$ cat src/rtl/swl_pkg.sv
`timescale 1ns/1ps
// Shared types for the single-wire slot engine.
// Assumes: the op encoding below is the one seen on the cmd_op port.
package swl_pkg;
    typedef enum logic [1:0] {
        OP_RESET = 2'b00,
        OP_WRITE = 2'b01,
        OP_READ  = 2'b10,
        OP_NONE  = 2'b11
    } swl_op_e;
endpackage

$ cat src/rtl/swl_sync.sv
`timescale 1ns/1ps
// Multi-flop synchroniser for the raw line level.
// Assumes: the idle line is high, so the stages reset to 1.
module swl_sync #(
    parameter int STAGES = 2
) (
    input  logic clk,
    input  logic rst_n,
    input  logic d,
    output logic q
);
    logic [STAGES-1:0] sr;

    // Shift the raw level through the stages.
    always_ff @(posedge clk) begin
        if (!rst_n) sr <= '1;
        else        sr <= {sr[STAGES-2:0], d};
    end

    assign q = sr[STAGES-1];
endmodule

$ cat src/rtl/swl_us_timer.sv
`timescale 1ns/1ps
// Microsecond counter for one operation window.
// Assumes: clear and a tick never need to count in the same cycle; clear wins.
module swl_us_timer #(
    parameter int CW = 10
) (
    input  logic          clk,
    input  logic          rst_n,
    input  logic          clear,
    input  logic          run,
    input  logic          tick,
    output logic [CW-1:0] cnt
);
    // Count elapsed ticks while an operation runs.
    always_ff @(posedge clk) begin
        if (!rst_n)            cnt <= '0;
        else if (clear)        cnt <= '0;
        else if (run && tick)  cnt <= cnt + 1'b1;
    end

    // the window advances by exactly one per counted tick
    a_r2_count_steps: assert property (@(posedge clk) disable iff (!rst_n)
        (run && tick && !clear) |=> (cnt == $past(cnt) + 1'b1));
    // the count holds while no tick arrives
    a_r7_count_holds: assert property (@(posedge clk) disable iff (!rst_n)
        (!tick && !clear) |=> $stable(cnt));
endmodule

$ cat src/rtl/swl_slot_seq.sv
`timescale 1ns/1ps
// Operation sequencer: accepts a command, drives the low phase, samples
// the line and closes the window.
// Assumes: cnt comes from swl_us_timer, cleared on accept and run while busy;
// line_s is already synchronised.
module swl_slot_seq
    import swl_pkg::*;
#(
    parameter int CW          = 10,
    parameter int RST_LOW_US  = 480,
    parameter int RST_HIGH_US = 480,
    parameter int PRES_AT_US  = 70,
    parameter int SLOT_US     = 70,
    parameter int W1_LOW_US   = 6,
    parameter int W0_LOW_US   = 60,
    parameter int RD_LOW_US   = 6,
    parameter int RD_SMP_US   = 14
) (
    input  logic          clk,
    input  logic          rst_n,
    input  logic          tick_us,
    input  logic          cmd_valid,
    input  logic [1:0]    cmd_op,
    input  logic          cmd_wbit,
    input  logic          line_s,
    input  logic [CW-1:0] cnt,
    output logic          cnt_clear,
    output logic          busy,
    output logic          done,
    output logic          drive_low,
    output logic          rd_bit,
    output logic          presence
);
    localparam int RST_END_US = RST_LOW_US + RST_HIGH_US;
    localparam int RST_SMP_US = RST_LOW_US + PRES_AT_US;
    localparam int RST_CAP_US = 960;
    localparam int RD_VALID_US = 15;

    swl_op_e       op_q;
    logic          wbit_q;
    logic          accept;
    logic          step;
    logic [CW-1:0] nxt;
    logic [CW-1:0] low_len;
    logic [CW-1:0] end_at;
    logic [CW-1:0] smp_at;
    logic          smp_en;
    logic          smp_hit;

    // Take a command only when idle and the op code is defined.
    assign accept    = cmd_valid && !busy && (swl_op_e'(cmd_op) != OP_NONE);
    assign cnt_clear = accept;
    assign step      = busy && tick_us;
    assign nxt       = cnt + 1'b1;
    assign smp_hit   = step && smp_en && (nxt == smp_at);

    // Select the phase lengths of the running operation.
    always_comb begin
        low_len = CW'(RD_LOW_US);
        end_at  = CW'(SLOT_US);
        smp_at  = CW'(RD_SMP_US);
        smp_en  = 1'b0;
        case (op_q)
            OP_RESET: begin
                low_len = CW'(RST_LOW_US);
                end_at  = CW'(RST_END_US);
                smp_at  = CW'(RST_SMP_US);
                smp_en  = 1'b1;
            end
            OP_WRITE: low_len = wbit_q ? CW'(W1_LOW_US) : CW'(W0_LOW_US);
            OP_READ:  smp_en  = 1'b1;
            default:  smp_en  = 1'b0;
        endcase
    end

    // Run the accept / release / finish sequence.
    always_ff @(posedge clk) begin
        if (!rst_n) begin
            busy      <= 1'b0;
            done      <= 1'b0;
            drive_low <= 1'b0;
            op_q      <= OP_RESET;
            wbit_q    <= 1'b0;
        end else begin
            done <= 1'b0;
            if (accept) begin
                busy      <= 1'b1;
                drive_low <= 1'b1;
                op_q      <= swl_op_e'(cmd_op);
                wbit_q    <= cmd_wbit;
            end else if (step) begin
                if (nxt == low_len) drive_low <= 1'b0;
                if (nxt == end_at) begin
                    busy <= 1'b0;
                    done <= 1'b1;
                end
            end
        end
    end

    // Capture the line into the result of the matching operation kind.
    always_ff @(posedge clk) begin
        if (!rst_n) begin
            rd_bit   <= 1'b0;
            presence <= 1'b0;
        end else if (smp_hit) begin
            if (op_q == OP_RESET) presence <= !line_s;
            else                  rd_bit   <= line_s;
        end
    end

    // the line is released whenever no operation runs
    a_r1_idle_released: assert property (@(posedge clk) disable iff (!rst_n)
        !busy |-> !drive_low);
    // the low phase ends before its programmed length, and a reset low stays under the cap
    a_r2_low_bounded: assert property (@(posedge clk) disable iff (!rst_n)
        drive_low |-> (cnt < low_len) && (cnt < CW'(RST_CAP_US)));
    // a read sample lies inside the data valid window
    a_r6_sample_in_window: assert property (@(posedge clk) disable iff (!rst_n)
        (smp_hit && op_q == OP_READ) |-> (nxt < CW'(RD_VALID_US)));
    // the running operation is frozen while busy
    a_r7_op_frozen: assert property (@(posedge clk) disable iff (!rst_n)
        (busy && $past(busy)) |-> ($stable(op_q) && $stable(wbit_q)));
    // every fall of busy comes with done
    a_r8_done_on_fall: assert property (@(posedge clk) disable iff (!rst_n)
        $fell(busy) |-> done);
    // done never lasts two cycles
    a_r8_done_single: assert property (@(posedge clk) disable iff (!rst_n)
        done |=> !done);
    // an undefined op code starts nothing
    a_r9_bad_op_ignored: assert property (@(posedge clk) disable iff (!rst_n)
        (!busy && cmd_valid && cmd_op == 2'b11) |=> !busy);
endmodule

$ cat src/rtl/swire_link_master.sv
`timescale 1ns/1ps
// Single-wire bus master slot engine: reset/presence, write bit, read bit.
// Assumes: tick_us is a one-cycle strobe once per microsecond; line_in is
// the raw level of an open-drain line with an external pull-up.
module swire_link_master #(
    parameter int SYNC_STAGES = 2,
    parameter int RST_LOW_US  = 480,
    parameter int RST_HIGH_US = 480,
    parameter int PRES_AT_US  = 70,
    parameter int SLOT_US     = 70,
    parameter int W1_LOW_US   = 6,
    parameter int W0_LOW_US   = 60,
    parameter int RD_LOW_US   = 6,
    parameter int RD_SMP_US   = 14
) (
    input  logic       clk,
    input  logic       rst_n,
    input  logic       tick_us,
    input  logic       cmd_valid,
    input  logic [1:0] cmd_op,
    input  logic       cmd_wbit,
    output logic       busy,
    output logic       done,
    output logic       line_drive_low,
    input  logic       line_in,
    output logic       rd_bit,
    output logic       presence
);
    localparam int CW = $clog2(RST_LOW_US + RST_HIGH_US + 1);

    logic          line_s;
    logic          cnt_clear;
    logic [CW-1:0] cnt;

    swl_sync #(.STAGES(SYNC_STAGES)) u_sync (
        .clk   (clk),
        .rst_n (rst_n),
        .d     (line_in),
        .q     (line_s)
    );

    swl_us_timer #(.CW(CW)) u_timer (
        .clk   (clk),
        .rst_n (rst_n),
        .clear (cnt_clear),
        .run   (busy),
        .tick  (tick_us),
        .cnt   (cnt)
    );

    swl_slot_seq #(
        .CW          (CW),
        .RST_LOW_US  (RST_LOW_US),
        .RST_HIGH_US (RST_HIGH_US),
        .PRES_AT_US  (PRES_AT_US),
        .SLOT_US     (SLOT_US),
        .W1_LOW_US   (W1_LOW_US),
        .W0_LOW_US   (W0_LOW_US),
        .RD_LOW_US   (RD_LOW_US),
        .RD_SMP_US   (RD_SMP_US)
    ) u_seq (
        .clk       (clk),
        .rst_n     (rst_n),
        .tick_us   (tick_us),
        .cmd_valid (cmd_valid),
        .cmd_op    (cmd_op),
        .cmd_wbit  (cmd_wbit),
        .line_s    (line_s),
        .cnt       (cnt),
        .cnt_clear (cnt_clear),
        .busy      (busy),
        .done      (done),
        .drive_low (line_drive_low),
        .rd_bit    (rd_bit),
        .presence  (presence)
    );
endmodule

$ cat config.mk
export PLATFORM = sky130hd
export DESIGN_NAME = swire_link_master
export DESIGN_NICKNAME = d
export VERILOG_FILES = /design/src/rtl/swl_pkg.sv /design/src/rtl/swl_sync.sv /design/src/rtl/swl_us_timer.sv /design/src/rtl/swl_slot_seq.sv /design/src/rtl/swire_link_master.sv
export SDC_FILE = /design/constraint.sdc
export NUM_CORES = 1
export LEC_CHECK = 0
export ABC_AREA = 1
export BUFFER_PORTS_ARGS = -buffer_cell sky130_fd_sc_hd__buf_2
export CAP_MARGIN = 15
export CORE_MARGIN = 5
export CORE_UTILIZATION = 30
export CTS_BUF_LIST = sky130_fd_sc_hd__clkbuf_8
export CTS_CLUSTER_DIAMETER = 80
export CTS_CLUSTER_SIZE = 20
export DETAILED_ROUTE_END_ITERATION = 16
export PLACE_DENSITY = 0.52
export RECOVER_POWER = 50
export SYNTH_ARGS = -nofsm -noshare
export SYNTH_HDL_FRONTEND = slang
export SYNTH_SLANG_ARGS = --single-unit
$ cat constraint.sdc
create_clock -name clk -period 1.4 [get_ports clk]
set_input_delay 0.14 -clock clk [delete_from_list [all_inputs] [get_ports clk]]
set_output_delay 0.14 -clock clk [all_outputs]
set_load 0.02 [all_outputs]
==> flow_metrics.env <==
export IMPL_largest_register="u_timer.cnt"
export IMPL_tritoncts_num_buffers=3
export IMPL_rsz0062_at_grt="yes"
export IMPL_path_class="reg2reg"
export IMPL_track_usage=0.1306
export IMPL_synth_yosys_seq_area_share=0.3116
export IMPL_r2r_start="u_timer.cnt[1]$_SDFFE_PP0P_"
export IMPL_slowest_delay_ns=0.38
export IMPL_synth_fp_nets=216
export IMPL_overflow=0
export IMPL_cp_max_fo=5
export IMPL_static_leakage_power_nw=0.8817
export IMPL_nets=270
export IMPL_drv_cap=0
export IMPL_synth_top_cell_area_share=0.3116
export IMPL_synth_area_per_cell_um2=6.238
export IMPL_synth_edf_count=0
export IMPL_routedWlPerCell_um=11.14
export IMPL_slowest_stage="dfxtp_4"
export IMPL_insertion_delay_ns=0.26
export IMPL_layout_commonest_cell="nand2_1"
export IMPL_avgViaCountPerCell=4.443
export IMPL_reg2reg_to="u_seq.drive_low$_SDFFE_PN0P_"
export IMPL_portBuffers=12
export IMPL_fin_crit_ns=1.580
export IMPL_ioPinCount=13
export IMPL_drtPass1Iterations=4
export IMPL_setup_worst_path_start_class="flop"
export IMPL_tightest_slew_ns=0.2522
export IMPL_fin_tns_setup_ns=-0.9402
export IMPL_holdCritStartpoint="line_in"
export IMPL_die_h_um=75.45
export IMPL_min_to="u_sync.sr[0]$_SDFF_PN1_"
export IMPL_netlist_instances=206
export IMPL_wl_um=3443
export IMPL_async_reset_ff_frac=0
export IMPL_gp_congestion=0.8847
export IMPL_dp_cells=297
export IMPL_status="finished, violations left"
export IMPL_dieArea_um2=5692
export IMPL_skew_ns=0.003558
export IMPL_root_buffer="clkbuf_8"
export IMPL_hold_violations=0
export IMPL_coreArea_um2=4086
export IMPL_reg2reg_setup_slack_ns=-0.18
export IMPL_cp_common_cell="nand2_1"
export IMPL_final_cell_mix="nand2_1 (47), buf_4 (35), inv_1 (29)"
export IMPL_worstSetupEndpointType="flop"
export IMPL_synth_fa_ha_area_frac=0.01947
export IMPL_synth_compound_area_frac=0.1081
export IMPL_synth_top_family_by_area="simple AND/OR/NAND/NOR gates"
export IMPL_setup_viol=8
export IMPL_grt_pass1_vias=1278
export IMPL_num_rows=23
export IMPL_yosysUniqueCellTypes=27
export IMPL_path_cells="buf_6 > nand2_4 > nor2_4 > buf_6 > nand4_1 > nand2_1 > nand2_1 > nor2_1 > nand2_1 > nand2_1 > a21oi_2"
export IMPL_worst_ir_drop_vdd_mv=0.5289
export IMPL_dpl_hpwl_um=2545
export IMPL_clockBufferDepth=2
export IMPL_hold_depth=2
export IMPL_hp_class="in2reg"
export IMPL_required_ns=1.55
export IMPL_synthSimpleGateAreaFrac=0.4391
export IMPL_yosys_area_top_type="dfxtp_1"
export IMPL_diodes=0
export IMPL_synthMuxAreaShare=0
export IMPL_num_vias=1373
export IMPL_synth_xor_area_share=0.006816
export IMPL_violations="negative setup slack"
export IMPL_initial_utilization=0.3145
export IMPL_post_dp_cell_area_um2=1653
export IMPL_ant_nets=0
export IMPL_fin_area_um2=1856
export IMPL_ys_ff_latch=20
export IMPL_cts_tree="done"
export IMPL_biggestRegsByFlops="u_timer.cnt x10, u_seq.op_q x2, u_sync.sr x2"
export IMPL_cts_sinks=20
export IMPL_grt_max_degree=14
export IMPL_htreeDepth=1
export IMPL_largest_reg_flops=10
export IMPL_ff2ff_path_depth=11
export IMPL_yosysWarnings=0
export IMPL_max_freq_mhz=632.9
export IMPL_drive_gt1_frac=0.3861
export IMPL_worstPathArrival_ns=1.73
export IMPL_synth_ff_type="dfxtp_1"
export IMPL_path_clk_slew_ns=0.07
export IMPL_layout_cells_non_filler=309
export IMPL_power_density_nw_per_um2=719.9
export IMPL_die_w_um=75.45
export IMPL_grt_pass1_wl_um=5692
export IMPL_period_share=1.129
export IMPL_crit_start="u_timer.cnt[1]$_SDFFE_PP0P_"
export IMPL_drv_slew=0
export IMPL_slew_headroom=0.8326
export IMPL_syn_to_final_growth_pct=44.40
export IMPL_fin_ws_ns=-0.1800
export IMPL_syn_area_um2=1285
export IMPL_synth_area_leaders="dfxtp_1 (31%), nand2_1 (17%), inv_1 (11%), nand3_1 (7.0%), nor2_1 (5.8%)"
export IMPL_drt_iter0_markers=74
export IMPL_drc=0
export IMPL_antenna_found_initial=0
## where the power goes
| part | leakage, nW | internal, mW | switching (mW) | total [mW] |
|---|---|---|---|---|
| Combinational | 0.687 | 0.122 | 0.162 | 0.285 |
| Clock | 0.0288 | 0.250 | 0.189 | 0.439 |
| Sequential | 0.166 | 0.591 | 0.0219 | 0.613 |
## critical path, delay by kind of cell, from the launching register on
family | cells | cell delay (ns)
simple gates | 8 | 0.79
compound gates | 1 | 0.05
buf+inv | 2 | 0.25
flops | 1 | 0.38
## cell usage after synthesis, drive strengths merged (2+ instances only)
master / n
nand3: 20
o21ai: 9
nand2: 65
nand4: 5
a21oi: 10
or2: 2
dfxtp: 20
nor3: 2
o211ai: 3
nor2: 25
ha: 2
inv: 37
## routing by layer
layer	share of wire	GRT usage
met5	0	0
met4	0.0044	0.02330
met3	0.027	0.02770
met2	0.48	0.2128
met1	0.49	0.1799
## through the flow
step           power, mW  utilization  hold WS, ns  worst slack (ns)
2_1_floorplan     0.7731            -       0.2466          -0.02137
3_3_place_gp      0.8888       0.4045       0.3278           -0.2341
3_5_place_dp      0.8871       0.4045       0.3309           -0.2027
4_1_cts            1.356       0.4449      0.05586           -0.1522
5_1_grt            1.429       0.4541      0.05597           -0.3247
6_report           1.336       0.4541      0.06450           -0.1800
## timing repair
item,CTS,global route
gates resized for setup,24,10
pin swaps,7,3
setup buffers,6,1
hold buffers,0,0
gates cloned,0,1
setup endpoints to repair,7,14
## area by class of cell
cell class / instances / area, um^2
fill: 438 / 2231
multi-input combinational: 147 / 830.8
sequential: 20 / 410.4
timing repair buffer: 49 / 339.1
inverter: 38 / 150.1
tap: 50 / 62.56
clock buffer: 4 / 55.05
timing repair inverter: 1 / 7.507
## worst max-delay path by stage
stage                     cells past startpoint                           end  slack, ns
after floorplan                              12   u_seq.presence$_SDFFE_PN0P_      -0.02
after global placement                       11   u_seq.presence$_SDFFE_PN0P_      -0.23
after detailed placement                     12   u_seq.presence$_SDFFE_PN0P_      -0.20
after CTS                                    12   u_seq.presence$_SDFFE_PN0P_      -0.15
after global routing                         13     u_seq.rd_bit$_SDFFE_PN0P_      -0.32
final                                        11  u_seq.drive_low$_SDFFE_PN0P_      -0.18
## logic make-up after synthesis
group	after synthesis
buf+inv	39
simple gates	120
xor+xnor	1
flops	20
compound gates	24
fa+ha+maj	2
No activity file was read; power rests on OpenSTA's default activity.
